==> src/rtl/cfgidx_pkg.sv <==
package cfgidx_pkg;
  localparam int          NUM_SLOTS   = 3;
  localparam int          SLOT_W      = $clog2(NUM_SLOTS);
  localparam int          SLOT_SHARED = NUM_SLOTS - 1;

  localparam logic [2:0]  PORT_INDEX  = 3'd0;
  localparam logic [2:0]  PORT_DATA   = 3'd4;

  localparam logic [7:0]  IX_CONFIG   = 8'h50;
  localparam logic [7:0]  IX_CONTROL  = 8'h51;
  localparam logic [7:0]  IX_CMDTIME  = 8'h52;
  localparam logic [7:0]  IX_SLOT0    = 8'h53;
  localparam logic [7:0]  IX_BURST    = IX_SLOT0 + 8'(2 * NUM_SLOTS);
  localparam logic [7:0]  IX_SCRATCH  = IX_BURST + 8'd2;

  // writable masks and reset values of stored bytes
  localparam logic [7:0]  CONFIG_WMASK = 8'hD8;
  localparam logic [7:0]  SHARED_WMASK = 8'hEF;
  localparam logic [7:0]  SHARED_RST   = 8'h0C;
  localparam logic [7:0]  CONTROL_RST  = 8'hC0;
  localparam logic [7:0]  BURST_RST    = 8'h40;

  typedef enum logic [2:0] {
    SEL_NONE, SEL_CONFIG, SEL_CONTROL, SEL_CMDTIME,
    SEL_ASETUP, SEL_RWTIME, SEL_BURST, SEL_SCRATCH
  } sel_e;

  typedef struct packed {
    sel_e              kind;
    logic [SLOT_W-1:0] slot;
  } dec_t;
endpackage

==> src/rtl/cfgidx_decode.sv <==
module cfgidx_decode
  import cfgidx_pkg::*;
(
  input  logic [7:0] idx,
  output dec_t       dec
);
  localparam logic [7:0] SLOT_LAST = IX_SLOT0 + 8'(2 * NUM_SLOTS - 1);

  logic [7:0] off;

  always_comb begin
    off      = idx - IX_SLOT0;
    dec.kind = SEL_NONE;
    dec.slot = '0;
    if (idx == IX_CONFIG)        dec.kind = SEL_CONFIG;
    else if (idx == IX_CONTROL)  dec.kind = SEL_CONTROL;
    else if (idx == IX_CMDTIME)  dec.kind = SEL_CMDTIME;
    else if (idx == IX_BURST)    dec.kind = SEL_BURST;
    else if (idx == IX_SCRATCH)  dec.kind = SEL_SCRATCH;
    else if (idx >= IX_SLOT0 && idx <= SLOT_LAST) begin
      dec.kind = off[0] ? SEL_RWTIME : SEL_ASETUP;
      dec.slot = off[SLOT_W:1];
    end
  end
endmodule

==> src/rtl/cfgidx_store.sv <==
module cfgidx_store
  import cfgidx_pkg::*;
(
  input  logic                         clk,
  input  logic                         rst_n,
  input  logic                         we,
  input  dec_t                         dec,
  input  logic [7:0]                   wdata,
  output logic [7:0]                   config_q,
  output logic [7:0]                   control_q,
  output logic [7:0]                   cmdtime_q,
  output logic [NUM_SLOTS-1:0][7:0]    asetup_q,
  output logic [NUM_SLOTS-1:0][7:0]    rwtime_q,
  output logic [7:0]                   burst_q,
  output logic [7:0]                   scratch_q
);
  function automatic logic [7:0] merge(input logic [7:0] old, input logic [7:0] nw,
                                       input logic [7:0] mask);
    return (old & ~mask) | (nw & mask);
  endfunction

  always_ff @(posedge clk or negedge rst_n) begin
    if (!rst_n) begin
      config_q  <= 8'h00;
      control_q <= CONTROL_RST;
      cmdtime_q <= 8'h00;
      burst_q   <= BURST_RST;
      scratch_q <= 8'h00;
    end else if (we) begin
      case (dec.kind)
        SEL_CONFIG:  config_q  <= merge(config_q, wdata, CONFIG_WMASK);
        SEL_CONTROL: control_q <= wdata;
        SEL_CMDTIME: cmdtime_q <= wdata;
        SEL_BURST:   burst_q   <= wdata;
        SEL_SCRATCH: scratch_q <= wdata;
        default: ;
      endcase
    end
  end

  for (genvar k = 0; k < NUM_SLOTS; k++) begin : g_slot
    localparam logic [7:0] AMASK = (k == SLOT_SHARED) ? SHARED_WMASK : 8'hFF;
    localparam logic [7:0] ARST  = (k == SLOT_SHARED) ? SHARED_RST   : 8'h00;
    logic hit;
    assign hit = we && (dec.slot == SLOT_W'(k));

    always_ff @(posedge clk or negedge rst_n) begin
      if (!rst_n) begin
        asetup_q[k] <= ARST;
        rwtime_q[k] <= 8'h00;
      end else if (hit && dec.kind == SEL_ASETUP) begin
        asetup_q[k] <= merge(asetup_q[k], wdata, AMASK);
      end else if (hit && dec.kind == SEL_RWTIME) begin
        rwtime_q[k] <= wdata;
      end
    end
  end
endmodule

==> src/rtl/cfgidx_rdmux.sv <==
module cfgidx_rdmux
  import cfgidx_pkg::*;
#(
  parameter logic [1:0] REVISION = 2'd2
)(
  input  dec_t                      dec,
  input  logic [7:0]                config_q,
  input  logic [7:0]                control_q,
  input  logic [7:0]                cmdtime_q,
  input  logic [NUM_SLOTS-1:0][7:0] asetup_q,
  input  logic [NUM_SLOTS-1:0][7:0] rwtime_q,
  input  logic [7:0]                burst_q,
  input  logic [7:0]                scratch_q,
  input  logic                      irq_pri,
  input  logic                      irq_sec,
  input  logic                      alt_base,
  output logic [7:0]                rd_byte
);
  logic [7:0] live_cfg;
  logic [7:0] live_shared;

  assign live_cfg    = {2'b00, alt_base, 2'b00, irq_pri, REVISION};
  assign live_shared = {3'b000, irq_sec, 4'b0000};

  always_comb begin
    rd_byte = 8'h00;
    case (dec.kind)
      SEL_CONFIG:  rd_byte = (config_q & CONFIG_WMASK) | live_cfg;
      SEL_CONTROL: rd_byte = control_q;
      SEL_CMDTIME: rd_byte = cmdtime_q;
      SEL_ASETUP:  rd_byte = asetup_q[dec.slot] |
                             ((int'(dec.slot) == SLOT_SHARED) ? live_shared : 8'h00);
      SEL_RWTIME:  rd_byte = rwtime_q[dec.slot];
      SEL_BURST:   rd_byte = burst_q;
      SEL_SCRATCH: rd_byte = scratch_q;
      default:     rd_byte = 8'h00;
    endcase
  end
endmodule

==> src/rtl/cfgidx_regfile.sv <==
module cfgidx_regfile
  import cfgidx_pkg::*;
#(
  parameter logic [1:0] REVISION = 2'd2
)(
  input  logic                   clk,
  input  logic                   rst_n,
  input  logic                   req_valid,
  input  logic                   req_write,
  input  logic [2:0]             req_port,
  input  logic [7:0]             req_wdata,
  output logic                   rsp_valid,
  output logic [7:0]             rsp_data,
  input  logic                   irq_pri,
  input  logic                   irq_sec,
  input  logic                   alt_base,
  output logic [3:0]             prefetch_off,
  output logic                   sec_chan_en,
  output logic [7:0]             cmd_timing,
  output logic [NUM_SLOTS*8-1:0] addr_setup,
  output logic [NUM_SLOTS*8-1:0] rw_timing,
  output logic [7:0]             burst_cfg
);
  logic [7:0]                index_q;
  dec_t                      dec;
  logic                      data_we;
  logic [7:0]                rd_byte;
  logic [7:0]                config_q, control_q, cmdtime_q, burst_q, scratch_q;
  logic [NUM_SLOTS-1:0][7:0] asetup_q, rwtime_q;

  assign data_we = req_valid && req_write && (req_port == PORT_DATA);

  always_ff @(posedge clk or negedge rst_n) begin
    if (!rst_n) index_q <= 8'h00;
    else if (req_valid && req_write && req_port == PORT_INDEX) index_q <= req_wdata;
  end

  cfgidx_decode u_dec (.idx(index_q), .dec(dec));

  cfgidx_store u_store (
    .clk(clk), .rst_n(rst_n), .we(data_we), .dec(dec), .wdata(req_wdata),
    .config_q(config_q), .control_q(control_q), .cmdtime_q(cmdtime_q),
    .asetup_q(asetup_q), .rwtime_q(rwtime_q), .burst_q(burst_q), .scratch_q(scratch_q)
  );

  cfgidx_rdmux #(.REVISION(REVISION)) u_mux (
    .dec(dec), .config_q(config_q), .control_q(control_q), .cmdtime_q(cmdtime_q),
    .asetup_q(asetup_q), .rwtime_q(rwtime_q), .burst_q(burst_q), .scratch_q(scratch_q),
    .irq_pri(irq_pri), .irq_sec(irq_sec), .alt_base(alt_base), .rd_byte(rd_byte)
  );

  always_ff @(posedge clk or negedge rst_n) begin
    if (!rst_n) begin
      rsp_valid <= 1'b0;
      rsp_data  <= 8'h00;
    end else begin
      rsp_valid <= req_valid && !req_write;
      if (req_valid && !req_write) begin
        case (req_port)
          PORT_INDEX: rsp_data <= index_q;
          PORT_DATA:  rsp_data <= rd_byte;
          default:    rsp_data <= 8'h00;
        endcase
      end
    end
  end

  assign prefetch_off = {asetup_q[SLOT_SHARED][3], asetup_q[SLOT_SHARED][2],
                         control_q[7], control_q[6]};
  assign sec_chan_en  = control_q[3];
  assign cmd_timing   = cmdtime_q;
  assign addr_setup   = asetup_q;
  assign rw_timing    = rwtime_q;
  assign burst_cfg    = burst_q;
endmodule

==> config.mk <==
export PLATFORM = sky130hd
export DESIGN_NAME = cfgidx_regfile
export DESIGN_NICKNAME = d
export VERILOG_FILES = /design/src/rtl/cfgidx_pkg.sv /design/src/rtl/cfgidx_decode.sv /design/src/rtl/cfgidx_store.sv /design/src/rtl/cfgidx_rdmux.sv /design/src/rtl/cfgidx_regfile.sv
export SDC_FILE = /design/constraint.sdc
export NUM_CORES = 1
export LEC_CHECK = 0
export BUFFER_PORTS_ARGS = -buffer_cell sky130_fd_sc_hd__buf_4
export CORE_MARGIN = 2
export CORE_UTILIZATION = 40
export CTS_BUF_LIST = sky130_fd_sc_hd__clkbuf_8
export CTS_CLUSTER_DIAMETER = 150
export CTS_CLUSTER_SIZE = 8
export DETAILED_ROUTE_END_ITERATION = 8
export GPL_TIMING_DRIVEN = 1
export MAX_ROUTING_LAYER = met4
export SLEW_MARGIN = 10
export SYNTH_ARGS = -nofsm -noshare
export SYNTH_HDL_FRONTEND = slang
export SYNTH_SLANG_ARGS = --single-unit
export TNS_END_PERCENT = 100
==> constraint.sdc <==
create_clock -name clk -period 4.3 [get_ports clk]
set_input_delay 0.43 -clock clk [delete_from_list [all_inputs] [get_ports clk]]
set_output_delay 0.43 -clock clk [all_outputs]
set_load 0.03 [all_outputs]
==> impl_metrics.ini, run 1 <==
[power_and_ir_drop]
power.density_nw_per_um2 = 334
p_leak_nw = 2.90
irDropWorstVdd_v = 0.000171

[synth]
ys_warn_count = 0
avgSynthCellArea_um2 = 12.4
synth_flop_cell = dfrtp_1
yosysTopAreaCell = dfrtp_1
synth_common_cells = dfrtp_1 (95), mux2_1 (61), mux2_2 (28)
netlist.area_leader.share = 0.489
synthCells = 393
async_reset_ff_frac = 1.00
synth.area.top_cells = dfrtp_1 (49%), mux2_1 (14%), mux2_2 (6.5%)
synth-seq-area-share = 0.516
post-synth-top-count-cell = dfrtp_1
synth_edf_count = 0
synth_nets = 415
synth_seq_cells = 100
ys_types = 54
netlist_area_um2 = 4860

[clocking]
h-tree-depth = 3
numCtsBuffers = 9
cts_hold_buf = 0
postCtsSetupRepairBufs = 0
path_clk_slew_ns = 0.09
clkLatencyLatePin_ns = 0.38
cts_root_buffer = clkbuf_8
cts_buffer_depth = 2
cts_tree = built
cts_resized = 0
clock_sinks = 100

[layout]
diodes = 0
final_layout_size_suffix_gt1_frac = 0.336
final_nets = 493
final_util = 0.493
area_growth_pct = 20.8

[floorplanning]
fp.dieW_um = 114
die_area_um2 = 13000
die_h_um = 114
ios = 96
initial_core_util = 0.408
rows = 40
core_area_um2 = 11900

[critical_path]
crit_fanout = 11
required_ns = 4.57
crit_arrival_ns = 3.80
start_kind = flop
crit_type = reg -> reg
cp-end-kind = flop

[placed_design]
place_congestion = 0.895
portBuffers = 94
place_hpwl_mm = 9.78

[route]
routed_wl_mm = 13.6
ant_nets = 0
first_pass_iters = 8
avgViaCountPerCell = 5.85
drtIter0Drc = 419
wl_per_cell_um = 21.8
drc = 0
vias = 3647

[sta]
min_period_ns = 3.53
fin_tns_setup_ns = 0
clock_skew_ns = 0.0129
rsz0062_at_grt = false
tightest_slew_ns = 0.922
relSlewSlack = 0.381
hold_violations = 0
fin_crit_sh = 0.821
setup_viol = 0
fmax_mhz = 283
final_max_slew_viol_count = 0

[job]
maxCapViolations = 0

[status]
status = complete, no violations

[global_route]
antenna_found_initial = 0
grt.total_usage = 0.224
grt_max_degree = 53
gr-total-overflow = 0
grt_pass1_wl_mm = 21.1
grt_pass1_vias = 3621

[hold_path]
hold_class = in -> async
-- worst max-delay path, cell delays in order, from the launching register on --
cell and delay (ns):
dfrtp_1 0.47, inv_1 0.14, ha_1 0.36, nor4_1 0.50, nor3_1 0.18, or3_1 0.45, or2_1 0.27, nor2b_1 0.66
mux2_1 0.39
-- metal layers --
metal  vias up  global-route usage  share of wire  routed length, um
li1       1644                   -              -                  -
met1      1843               0.302           0.43               5830
met2       138               0.347           0.49               6610
met3        22              0.0349          0.064                870
met4         0              0.0797          0.021                280
met5         -                   -              0                  0
-- cells by family after synthesis --
logic type | Yosys count | synth area share
fa+ha+maj | 4 | 0.0103
flops | 100 | 0.516
mux | 89 | 0.206
simple gates | 81 | 0.0991
other cells | 1 | 0.000771
buf+inv | 39 | 0.0378
compound gates | 79 | 0.130
-- metrics by stage --
step | hold slack (ns) | power [mW] | instance area (um2) | cells | worst slack [ns]
after floorplan | 0.134 | 1.20 | 4860 | 393 | 1.58
after global placement | 0.469 | 1.30 | 5640 | 607 | 0.886
after detailed placement | 0.480 | 1.30 | 5640 | 607 | 0.790
after CTS | 0.0873 | 1.98 | 5870 | 623 | 0.775
after global routing | 0.109 | 2.05 | 5870 | 623 | 0.549
final | 0.0651 | 1.96 | 5870 | 623 | 0.772
-- layout make-up --
type | count | area [um2]
multi-input cells | 254 | 2170
clock buffers | 11 | 151
repair buffers | 101 | 758
flip-flops and latches | 100 | 2510
well taps | 147 | 184
inverters | 5 | 18.8
clock inverters | 5 | 76.3
fillers | 1099 | 6040
-- worst paths after layout --
path                                             startpoint  slack (ns)  cells after the start                          endpoint
hold / removal                                        rst_n        0.07                      1   u_store.asetup_q[2]$_DFFE_PN0P_
min in group clk                               req_wdata[0]        0.41                      3            index_q[0]$_DFFE_PN0P_
setup / recovery                     index_q[0]$_DFFE_PN0P_        0.77                      8   u_store.asetup_q[5]$_DFFE_PN0P_
hold reg to reg            u_store.control_q[2]$_DFFE_PN0P_        0.50                      1  u_store.control_q[2]$_DFFE_PN0P_
max in group asynchronous                             rst_n        3.16                      2  u_store.scratch_q[1]$_DFFE_PN0P_
setup reg to reg                     index_q[0]$_DFFE_PN0P_        0.77                      8   u_store.asetup_q[5]$_DFFE_PN0P_
-- placed cells by master (no fill, tap or decap), types with 9 or more instances in the layout --
| master | synthesis | routed |
|---|---|---|
| buf_4 | 6 | 101 |
| dfrtp_1 | 95 | 95 |
| mux2_1 | 61 | 61 |
| mux2_2 | 28 | 28 |
| nand2_1 | 16 | 16 |
| a222oi_1 | 14 | 14 |
| o21ai_0 | 11 | 11 |
| a22oi_1 | 11 | 11 |
| clkbuf_8 | 0 | 11 |
| nor2_1 | 9 | 9 |
-- flip-flops by register name, indices dropped and copies added, names as in the netlist --
register,cells
u_store.scratch_q,8
u_store.config_q,4
u_store.rwtime_q,24
u_store.burst_q,8
u_store.control_q,8
index_q,8
u_store.cmdtime_q,8
rsp_valid,1
rsp_data,8
u_store.asetup_q,23
-- power breakdown --
| part | switching (mW) | total, mW | internal (mW) |
|---|---|---|---|
| Combinational | 0.167 | 0.268 | 0.101 |
| Sequential | 0.0459 | 1.01 | 0.966 |
| Clock | 0.326 | 0.683 | 0.357 |
| Total | 0.539 | 1.96 | 1.42 |
Power figures use the tool's default switching activity.
==> inputs of run 2 (changes only) <==
clock period = 2.85 ns   (was 4.3 ns; I/O delays follow)
==> run 2 against run 1 <==
- critical path depth rose by 3
- routed wire length rose by 5.1%
- clock skew fell by 0.0039 ns
- worst setup slack got worse by 0.68 ns
- power rose by 56%
- non-clock buffer count rose by 40
- critical endpoint is now u_store.rwtime_q[2]$_DFFE_PN0P_
==> impl_metrics.ini, run 2 (synthesis results as in run 1) <==
[power_and_ir_drop]
power.density_nw_per_um2 = 491
irDropWorstVdd_v = 0.000258
p_leak_nw = 3.11
total_power_mw = 3.07

[hold_path]
hold_class = in -> async

[layout]
final_cell_mix = buf_4 (136), dfrtp_1 (94), mux2_1 (61), mux2_2 (28), nand2_1 (16)
largest_register_ffs = 24
layout_commonest_cell = buf_4
regMostFlops = u_store.rwtime_q
area_growth_pct = 28.4
final_nets = 533
top_regs = u_store.rwtime_q: 24 flops, u_store.asetup_q: 23 flops
final_util = 0.524
final_layout_size_suffix_gt1_frac = 0.415

[route]
first_pass_iters = 8
wl_per_cell_um = 21.5
drtIter0Drc = 328
drc = 0
avgViaCountPerCell = 5.76
routed_wl_mm = 14.3
vias = 3825
ant_nets = 0

[sta]
relSlewSlack = 0.437
final_max_slew_viol_count = 0
min_period_ns = 2.75
setup_viol = 0
fmax_mhz = 363
hold_violations = 0
fin_crit_sh = 0.967
clock_skew_ns = 0.00901
tightest_slew_ns = 0.845

[job]
maxCapViolations = 0

[critical_path]
crit_arrival_ns = 3.00
reg2reg_depth = 11
start_kind = flop
cp-end-kind = flop
rr_endpoint = u_store.rwtime_q[2]$_DFFE_PN0P_
crit_type = reg -> reg
required_ns = 3.10
crit_fanout = 8
rr_startpoint = index_q[1]$_DFFE_PN0P_
r2r_setup_slack_ns = 0.1

[clocking]
numCtsBuffers = 9
cts_hold_buf = 0
cts_root_buffer = clkbuf_8
clkLatencyLatePin_ns = 0.37
cts_buffer_depth = 2
path_clk_slew_ns = 0.10
h-tree-depth = 3
clock_sinks = 100
cts_tree = built

[global_route]
grt.total_usage = 0.228
grt_pass1_wl_mm = 21.9
antenna_found_initial = 0
grt_max_degree = 65
grt_pass1_vias = 3781
gr-total-overflow = 0

[placed_design]
portBuffers = 94
place_hpwl_mm = 10.2
place_congestion = 0.875

[floorplanning]
fp.dieW_um = 114
core_area_um2 = 11900
initial_core_util = 0.408
ios = 96
rows = 40
die_area_um2 = 13000
die_h_um = 114

[status]
status = complete, no violations
==> run 2: worst max path at each step <==
stage,from,endpoint,slack [ns],depth (start not counted)
after floorplan,index_q[0]$_DFFE_PN0P_,u_store.rwtime_q[10]$_DFFE_PN0P_,0.13,8
after global placement,index_q[0]$_DFFE_PN0P_,rsp_data[2]$_DFFE_PN0P_,-0.02,10
after detailed placement,index_q[0]$_DFFE_PN0P_,u_store.asetup_q[22]$_DFFE_PN0P_,-0.09,8
after CTS,index_q[0]$_DFFE_PN0P_,u_store.asetup_q[10]$_DFFE_PN0P_,0.006,10
after global routing,index_q[1]$_DFFE_PN0P_,u_store.asetup_q[12]$_DFFE_PN0P_,-0.05,10
final,index_q[1]$_DFFE_PN0P_,u_store.rwtime_q[2]$_DFFE_PN0P_,0.1,11
==> run 2: metal layers <==
metal | up-vias | global-route usage | wire, um
li1 | 1715 | - | -
met1 | 1977 | 0.319 | 6600
met2 | 112 | 0.350 | 6900
met3 | 21 | 0.0296 | 532
met4 | 0 | 0.0626 | 255
met5 | - | - | 0
==> run 2: area by class of cell <==
cell class	instances	area [um2]
fillers	1102	5670
flip-flops and latches	100	2510
multi-input cells	254	2210
repair buffers	141	1090
well taps	147	184
clock buffers	10	138
clock inverters	6	86.3
inverters	5	18.8
diodes	1	2.50
==> run 2: metrics by stage <==
step	TNS, ns	instances	hold WS [ns]	instance area [um2]	worst slack (ns)
after detailed placement	-1.01	637	0.443	5880	-0.0875
final	0	664	0.000466	6240	0.0954
after global routing	-0.952	663	0.0690	6240	-0.0545
after floorplan	0	393	-0.0106	4860	0.134
after global placement	-0.0170	637	0.435	5880	-0.0169
after CTS	0	653	0.0421	6110	0.00626
==> run 2: repair_timing <==
item	in CTS	in global routing
buffers inserted	0	10
endpoints found under the hold margin	0	0
gates resized for setup	3	13
endpoints found under the setup margin	29	70
pin swaps	0	4
==> run 2: critical path, cell delays in order (launching register included) <==
cell     delay (ns)
dfrtp_1        0.43
inv_1          0.14
ha_2           0.22
buf_6          0.13
and3b_2        0.21
o21ai_2        0.08
o32a_1         0.39
nor3_2         0.23
buf_6          0.16
and3_1         0.18
buf_4          0.15
mux2_1         0.32
==> run 2: where the power goes <==
part           switching, mW  internal, mW  leakage [nW]
Sequential            0.0701          1.46          1.36
Clock                  0.522         0.520         0.118
Combinational          0.283         0.215          1.63
Total                  0.874          2.19          3.11
